**src/rtl/hzd_pkg.sv**
```systemverilog
package hzd_pkg;
  localparam int NSTG  = 6;
  localparam int ST_FI = 0;
  localparam int ST_DI = 1;
  localparam int ST_CO = 2;
  localparam int ST_FO = 3;
  localparam int ST_EI = 4;
  localparam int ST_WO = 5;
endpackage

```
**src/rtl/hzd_slot.sv**
```systemverilog
module hzd_slot #(
  parameter int REG_W = 5
) (
  input  logic             clk,
  input  logic             rst,
  input  logic             hold_self,
  input  logic             hold_prev,
  input  logic             in_valid,
  input  logic [REG_W-1:0] in_dst,
  input  logic [REG_W-1:0] in_sa,
  input  logic [REG_W-1:0] in_sb,
  input  logic             in_mem,
  output logic             q_valid,
  output logic [REG_W-1:0] q_dst,
  output logic [REG_W-1:0] q_sa,
  output logic [REG_W-1:0] q_sb,
  output logic             q_mem
);
  always_ff @(posedge clk) begin
    if (rst) begin
      q_valid <= 1'b0;
      q_dst   <= '0;
      q_sa    <= '0;
      q_sb    <= '0;
      q_mem   <= 1'b0;
    end else if (!hold_self) begin
      // previous stage frozen while this one moves: take an empty slot
      q_valid <= in_valid && !hold_prev;
      q_dst   <= in_dst;
      q_sa    <= in_sa;
      q_sb    <= in_sb;
      q_mem   <= in_mem && !hold_prev;
    end
  end
endmodule

```
**src/rtl/hzd_detect.sv**
```systemverilog
module hzd_detect #(
  parameter int REG_W  = 5,
  parameter bit FWD_EN = 1'b1
) (
  input  logic             co_v,
  input  logic [REG_W-1:0] co_sa,
  input  logic [REG_W-1:0] co_sb,
  input  logic             fo_v,
  input  logic             fo_m,
  input  logic [REG_W-1:0] fo_d,
  input  logic [REG_W-1:0] fo_sa,
  input  logic [REG_W-1:0] fo_sb,
  input  logic             ei_v,
  input  logic [REG_W-1:0] ei_d,
  input  logic             wo_v,
  input  logic [REG_W-1:0] wo_d,
  output logic             data_stall,
  output logic             mem_busy,
  output logic             byp_a,
  output logic             byp_b
);
  function automatic logic dep(input logic [REG_W-1:0] src,
                               input logic             pv,
                               input logic [REG_W-1:0] pd);
    return pv && (pd != '0) && (src == pd);
  endfunction

  logic hit_fo, hit_ei, fw_a, fw_b;

  assign hit_fo = dep(co_sa, fo_v, fo_d) || dep(co_sb, fo_v, fo_d);
  assign hit_ei = dep(co_sa, ei_v, ei_d) || dep(co_sb, ei_v, ei_d);
  assign fw_a   = fo_v && dep(fo_sa, wo_v, wo_d);
  assign fw_b   = fo_v && dep(fo_sb, wo_v, wo_d);

  assign mem_busy   = fo_v && fo_m;
  assign data_stall = co_v && (hit_fo || (!FWD_EN && hit_ei));
  assign byp_a      = FWD_EN && fw_a;
  assign byp_b      = FWD_EN && fw_b;
endmodule

```
**src/rtl/hzd_interlock.sv**
```systemverilog
module hzd_interlock
  import hzd_pkg::*;
#(
  parameter int REG_W  = 5,
  parameter bit FWD_EN = 1'b1
) (
  input  logic             clk,
  input  logic             rst,
  input  logic             fi_valid,
  input  logic [REG_W-1:0] fi_dst,
  input  logic [REG_W-1:0] fi_src_a,
  input  logic [REG_W-1:0] fi_src_b,
  input  logic             fi_mem,
  output logic [5:0]       stage_adv,
  output logic [5:0]       bubble_ins,
  output logic             fetch_hold,
  output logic             byp_a,
  output logic             byp_b,
  output logic             ret_valid,
  output logic [REG_W-1:0] ret_dst
);
  logic             sv [NSTG];
  logic [REG_W-1:0] sd [NSTG];
  logic [REG_W-1:0] ssa[NSTG];
  logic [REG_W-1:0] ssb[NSTG];
  logic             sm [NSTG];
  logic [NSTG-1:0]  hold;
  logic             data_stall, mem_busy;

  assign sv[ST_FI]  = fi_valid;
  assign sd[ST_FI]  = fi_dst;
  assign ssa[ST_FI] = fi_src_a;
  assign ssb[ST_FI] = fi_src_b;
  assign sm[ST_FI]  = fi_mem;

  genvar k;
  generate
    for (k = 1; k < NSTG; k++) begin : g_stage
      hzd_slot #(.REG_W(REG_W)) u_slot (
        .clk      (clk),
        .rst      (rst),
        .hold_self(hold[k]),
        .hold_prev(hold[k-1]),
        .in_valid (sv[k-1]),
        .in_dst   (sd[k-1]),
        .in_sa    (ssa[k-1]),
        .in_sb    (ssb[k-1]),
        .in_mem   (sm[k-1]),
        .q_valid  (sv[k]),
        .q_dst    (sd[k]),
        .q_sa     (ssa[k]),
        .q_sb     (ssb[k]),
        .q_mem    (sm[k])
      );
    end
  endgenerate

  hzd_detect #(.REG_W(REG_W), .FWD_EN(FWD_EN)) u_detect (
    .co_v      (sv[ST_CO]),
    .co_sa     (ssa[ST_CO]),
    .co_sb     (ssb[ST_CO]),
    .fo_v      (sv[ST_FO]),
    .fo_m      (sm[ST_FO]),
    .fo_d      (sd[ST_FO]),
    .fo_sa     (ssa[ST_FO]),
    .fo_sb     (ssb[ST_FO]),
    .ei_v      (sv[ST_EI]),
    .ei_d      (sd[ST_EI]),
    .wo_v      (sv[ST_WO]),
    .wo_d      (sd[ST_WO]),
    .data_stall(data_stall),
    .mem_busy  (mem_busy),
    .byp_a     (byp_a),
    .byp_b     (byp_b)
  );

  // a data hold freezes CO and everything younger; a memory hold freezes fetch
  always_comb begin
    hold        = '0;
    hold[ST_CO] = data_stall;
    hold[ST_DI] = data_stall;
    hold[ST_FI] = data_stall || mem_busy;
  end

  always_comb begin
    bubble_ins = '0;
    for (int s = 1; s < NSTG; s++) bubble_ins[s] = hold[s-1] && !hold[s];
  end

  assign stage_adv  = ~hold;
  assign fetch_hold = hold[ST_FI];
  assign ret_valid  = sv[ST_WO];
  assign ret_dst    = sd[ST_WO];
endmodule

```
**config.mk**
```make
export PLATFORM = sky130hd
export DESIGN_NAME = hzd_interlock
export DESIGN_NICKNAME = d
export VERILOG_FILES = /design/src/rtl/hzd_pkg.sv /design/src/rtl/hzd_slot.sv /design/src/rtl/hzd_detect.sv /design/src/rtl/hzd_interlock.sv
export SDC_FILE = /design/constraint.sdc
export NUM_CORES = 1
export LEC_CHECK = 0
export ABC_AREA = 0
export BUFFER_PORTS_ARGS = -buffer_cell sky130_fd_sc_hd__buf_2
export CORE_MARGIN = 2
export CORE_UTILIZATION = 40
export CTS_CLUSTER_SIZE = 12
export DETAILED_ROUTE_END_ITERATION = 12
export GPL_TIMING_DRIVEN = 1
export PLACE_DENSITY = 0.65
export SYNTH_ARGS = -nofsm -noshare
export SYNTH_HDL_FRONTEND = slang
export SYNTH_HIERARCHICAL = 1
export SYNTH_SLANG_ARGS = --single-unit
```
**constraint.sdc**
```tcl
create_clock -name clk -period 2.1 [get_ports clk]
set_input_delay 0.525 -clock clk [delete_from_list [all_inputs] [get_ports clk]]
set_output_delay 0.525 -clock clk [all_outputs]
set_load 0.01 [all_outputs]
```
== Yosys cells after proc, flatten, opt, wreduce, memory -nomap -nowiden ==
Index checks and enable logic that the tools add are counted.

* Input port bits: 19
* Output and inout bits: 21
* Bits in registers: 63

* Reduce and logical (&&, ||, !) cells: 23
* Bitwise gates (word level): 1
* Equal/unequal tests: 4

{| class="wikitable"
|+ Operator list
! operator !! number
|-
| $eq A5 B5 Y1 || 4
|-
| $logic_and A1 B1 Y1 || 17
|-
| $reduce_bool A5 Y1 || 2
|-
| $not A3 Y6 || 1
|-
| $logic_not A1 Y1 || 2
|-
| $logic_or A1 B1 Y1 || 2
|}

== Logic depth before layout (Yosys ltp) ==
* Depth after elaboration: 8
* Depth in mapped cells: 8

== By module ==
Netlist, hierarchy kept.

{| class="wikitable"
|+ By module, submodules not included
! module !! times used !! cells each !! area each (um2)
|-
| hzd_slot || 5 || 57 || 609.3
|-
| hzd_detect || 1 || 34 || 264.0
|-
| hzd_interlock || 1 || 15 || 95.1
|}

== Least setup slack after synthesis ==
No wires, ideal clock.

* Kind: reg-to-output
* Start point: register g_stage[3].u_slot.q_dst[2]
* End point: output port stage_adv[2]
* Path buffers: 1
* Path slack: -0.035 ns
* Cell stages (with the launch flop): 7
* Arrival: 1.610 ns
* Cells stage by stage: dfxtp_1 > xor2_1 > nor3_1 > nand3_1 > a21oi_1 > inv_1 > buf_4

* Cells in the longest elaborated chain, start to end: 6

{| class="wikitable"
|+ Ends and longest elaborated chain
! element !! RTL line !! RTL
|-
| start, declared || hzd_slot.sv:14 || <nowiki>output logic [REG_W-1:0] q_dst,</nowiki>
|-
| start signal, assigned || hzd_slot.sv:29 || <nowiki>q_dst <= in_dst;</nowiki>
|-
| $reduce_bool A5 Y1 || hzd_detect.sv:25 || <nowiki>return pv && (pd != '0) && (src == pd);</nowiki>
|-
| $logic_and A1 B1 Y1 (2 in a row) || hzd_detect.sv:25 ||
|-
| $logic_or A1 B1 Y1 * || hzd_detect.sv:30 || <nowiki>assign hit_fo = dep(co_sa, fo_v, fo_d) || dep(co_sb, fo_v, fo_d);</nowiki>
|-
| $logic_and A1 B1 Y1 * || hzd_detect.sv:36 || <nowiki>assign data_stall = co_v && (hit_fo || (!FWD_EN && hit_ei));</nowiki>
|-
| net data_stall || hzd_interlock.sv:28 || <nowiki>logic data_stall, mem_busy;</nowiki>
|-
| $not A3 Y6 * || hzd_interlock.sv:90 || <nowiki>assign stage_adv = ~hold;</nowiki>
|-
| end, declared || hzd_interlock.sv:14 || <nowiki>output logic [5:0] stage_adv,</nowiki>
|}

The timed path passes the listed nets; every way through them passes the cells marked *.

== Worst setup path in the final report ==
* Start point: register g_stage[3].u_slot.q_dst[3]
* End point: output port fetch_hold

* Cells in the longest elaborated chain, start to end: 6

{| class="wikitable"
|+ Ends and longest elaborated chain
! element !! RTL line !! RTL
|-
| $reduce_bool A5 Y1 || hzd_detect.sv:25 ||
|-
| $logic_and A1 B1 Y1 (2 in a row) || hzd_detect.sv:25 ||
|-
| $logic_or A1 B1 Y1 * || hzd_detect.sv:30 ||
|-
| $logic_and A1 B1 Y1 * || hzd_detect.sv:36 ||
|-
| $logic_or A1 B1 Y1 * || hzd_interlock.sv:82 || <nowiki>hold[ST_FI] = data_stall || mem_busy;</nowiki>
|-
| end, declared || hzd_interlock.sv:16 || <nowiki>output logic fetch_hold,</nowiki>
|}

Every way passes the cells marked *; elsewhere a longest branch is shown, timed or not.

==> metrics.cfg <==
[worst_hold_path]
hold_class=in -> reg
holdPathEnd=g_stage[1].u_slot/q_sa[1]
hold_path_startpoint=fi_src_a[1]
whs_path_depth=3

[clock_network]
postCtsHoldBufs=0
cts_buffer_depth=2
cts_tree=built
clock_sinks=63
cts_buffers=9
htreeDepth=3
root_buffer=clkbuf_8
clk_pin_slew_worst_paths_ns=0.07
clock_latency_ns=0.34

[place]
io_buffers=32
dp.cells=362
gp_congestion=0.721
placed_area_um2=2810
dp.final_hpwl_um=3320

[die]
core_um2=6390
dieArea_um2=7310
die_y_um=85.5
io_pins=40
rows=29
die_w_um=85.5
start_util=0.416

[setup_path]
worstPathRequired_ns=1.57
r2r_cells=7
r2r_start=g_stage[3].u_slot/q_dst[3]
regToRegEndpoint=g_stage[1].u_slot/q_valid
crit_path_end_kind=output port
r2r_setup_slack_ns=-0.02
startpoint=g_stage[3].u_slot/q_dst[3]
worst_path_largest_cell_delay_ns=0.53
crit_path_start_kind=register
crit_slowest_cell=or4_1
cp_cell_sequence=or4_1 -> o211ai_1 -> a21oi_4 -> or2_1 -> buf_2
crit_fanout=7
cp.arrival_ns=1.90
critPathKind=reg -> out

[logic_synthesis]
yosysWarnings=6
synth_area_um2=2660
synth_cells=266
synth.avg_cell_area_um2=9.98

[finish]
layout_common_cells=59 x dfxtp_1, 56 x nor2_1, 55 x mux2i_1, 31 x buf_2, 12 x conb_1
finalNonFillerCells=382
n_antenna_cell=0
nNetsFinal=319
fin_area_um2=3080
layout_commonest_cell=dfxtp_1
drive_gt1_frac=0.226
syn2layout_area_growth_pct=16.0

[global_route]
grt_pass1_wl_um=8160
grt_usage=0.145
grt_max_degree=64
grt_overflow_total=0
grt_pass1_vias=1638
antenna_found_initial=0

[detailed_routing]
drc=0
wl_met3_um=262
wl_met1_um=2500
wl_met2_um=2080
first_pass_iters=4
highest_layer=met4
finalWirelength_um=4920
drt_iter0_markers=48
avgViaCountPerCell=4.67
vias=1785
wl_per_cell_um=12.9
ant_nets=0

[sta]
hold_viol_final=0
min_period_over_period=1.16
max_freq_mhz=412
rsz0062_at_grt=true
whs_ns=0.415
drv_slew=0
fin_ws_ns=-0.329
fin_crit_ns=2.43
fin_setup_tns_ns=-1.61
skew_ns=0.00479
setup_viol=9

[run_status]
violations=setup timing
status=finished with violations

[pwr]
static-leakage-power_uw=0.00132
ir_drop_uv=547
p_per_area_nw_per_um2=761

[flow_run]
maxCapViolCount=0

[routing by layer]
layer  track usage  vias to the layer above
met5             0                        -
met4        0.0779                        0
met3        0.0486                        7
met2         0.205                       44
met1         0.195                      806
li1              -                      928
[worst max-delay path by stage]
stage | endpoint | slack (ns) | depth (start not counted)
after floorplan | g_stage[1].u_slot/q_mem | 0.14 | 6
after global placement | fetch_hold | 0.06 | 5
after detailed placement | fetch_hold | 0.02 | 5
after CTS | fetch_hold | -0.35 | 5
after global routing | fetch_hold | -0.42 | 5
final | fetch_hold | -0.33 | 5
[cell type report]
type | count | area (um^2)
fill | 617 | 3310
multi-input combinational | 183 | 1270
sequential | 63 | 1270
timing repair buffer | 42 | 262
clock buffer | 12 | 155
tap | 77 | 96.3
clock inverter | 4 | 20.0
inverter | 1 | 3.75
[timing repair]
action,4_1_cts,5_1_grt
pin swaps,8,9
cloned,0,0
setup buffers,4,1
resized for setup,5,11
setup endpoints to repair,8,28
hold endpoints to repair,0,0
[metrics by stage]
| step | setup slack [ns] | util | power (uW) |
|---|---|---|---|
| 4_1_cts | -0.352 | 0.474 | 2370 |
| 3_5_place_dp | 0.0236 | 0.440 | 1440 |
| 5_1_grt | -0.421 | 0.482 | 2450 |
| 6_report | -0.329 | 0.482 | 2350 |
| 2_1_floorplan | 0.142 | - | 1410 |
| 3_3_place_gp | 0.0586 | 0.440 | 1430 |
[critical path: cells and delay by family (launching register included)]
family / cells / cell delay (ns)
compound gates: 2 / 0.36
buf+inv: 1 / 0.14
flops: 1 / 0.31
simple gates: 2 / 0.76
[where the power goes]
group / switching [uW] / total, uW / leakage, uW / internal (uW)
Sequential: 30.5 / 1260 / 0.000519 / 1230
Clock: 444 / 928 / 0.0000959 / 484
Combinational: 80.9 / 153 / 0.000709 / 72.1
Total: 555 / 2350 / 0.00132 / 1790
[flip-flops by register name, indices dropped and copies added (netlist names)]
name and count:
g_stage.u_slot/q_sb 15, g_stage.u_slot/q_sa 15, g_stage.u_slot/q_valid 5, g_stage.u_slot/q_mem 3
g_stage.u_slot/q_dst 25
(Power assumes the default switching activity.)
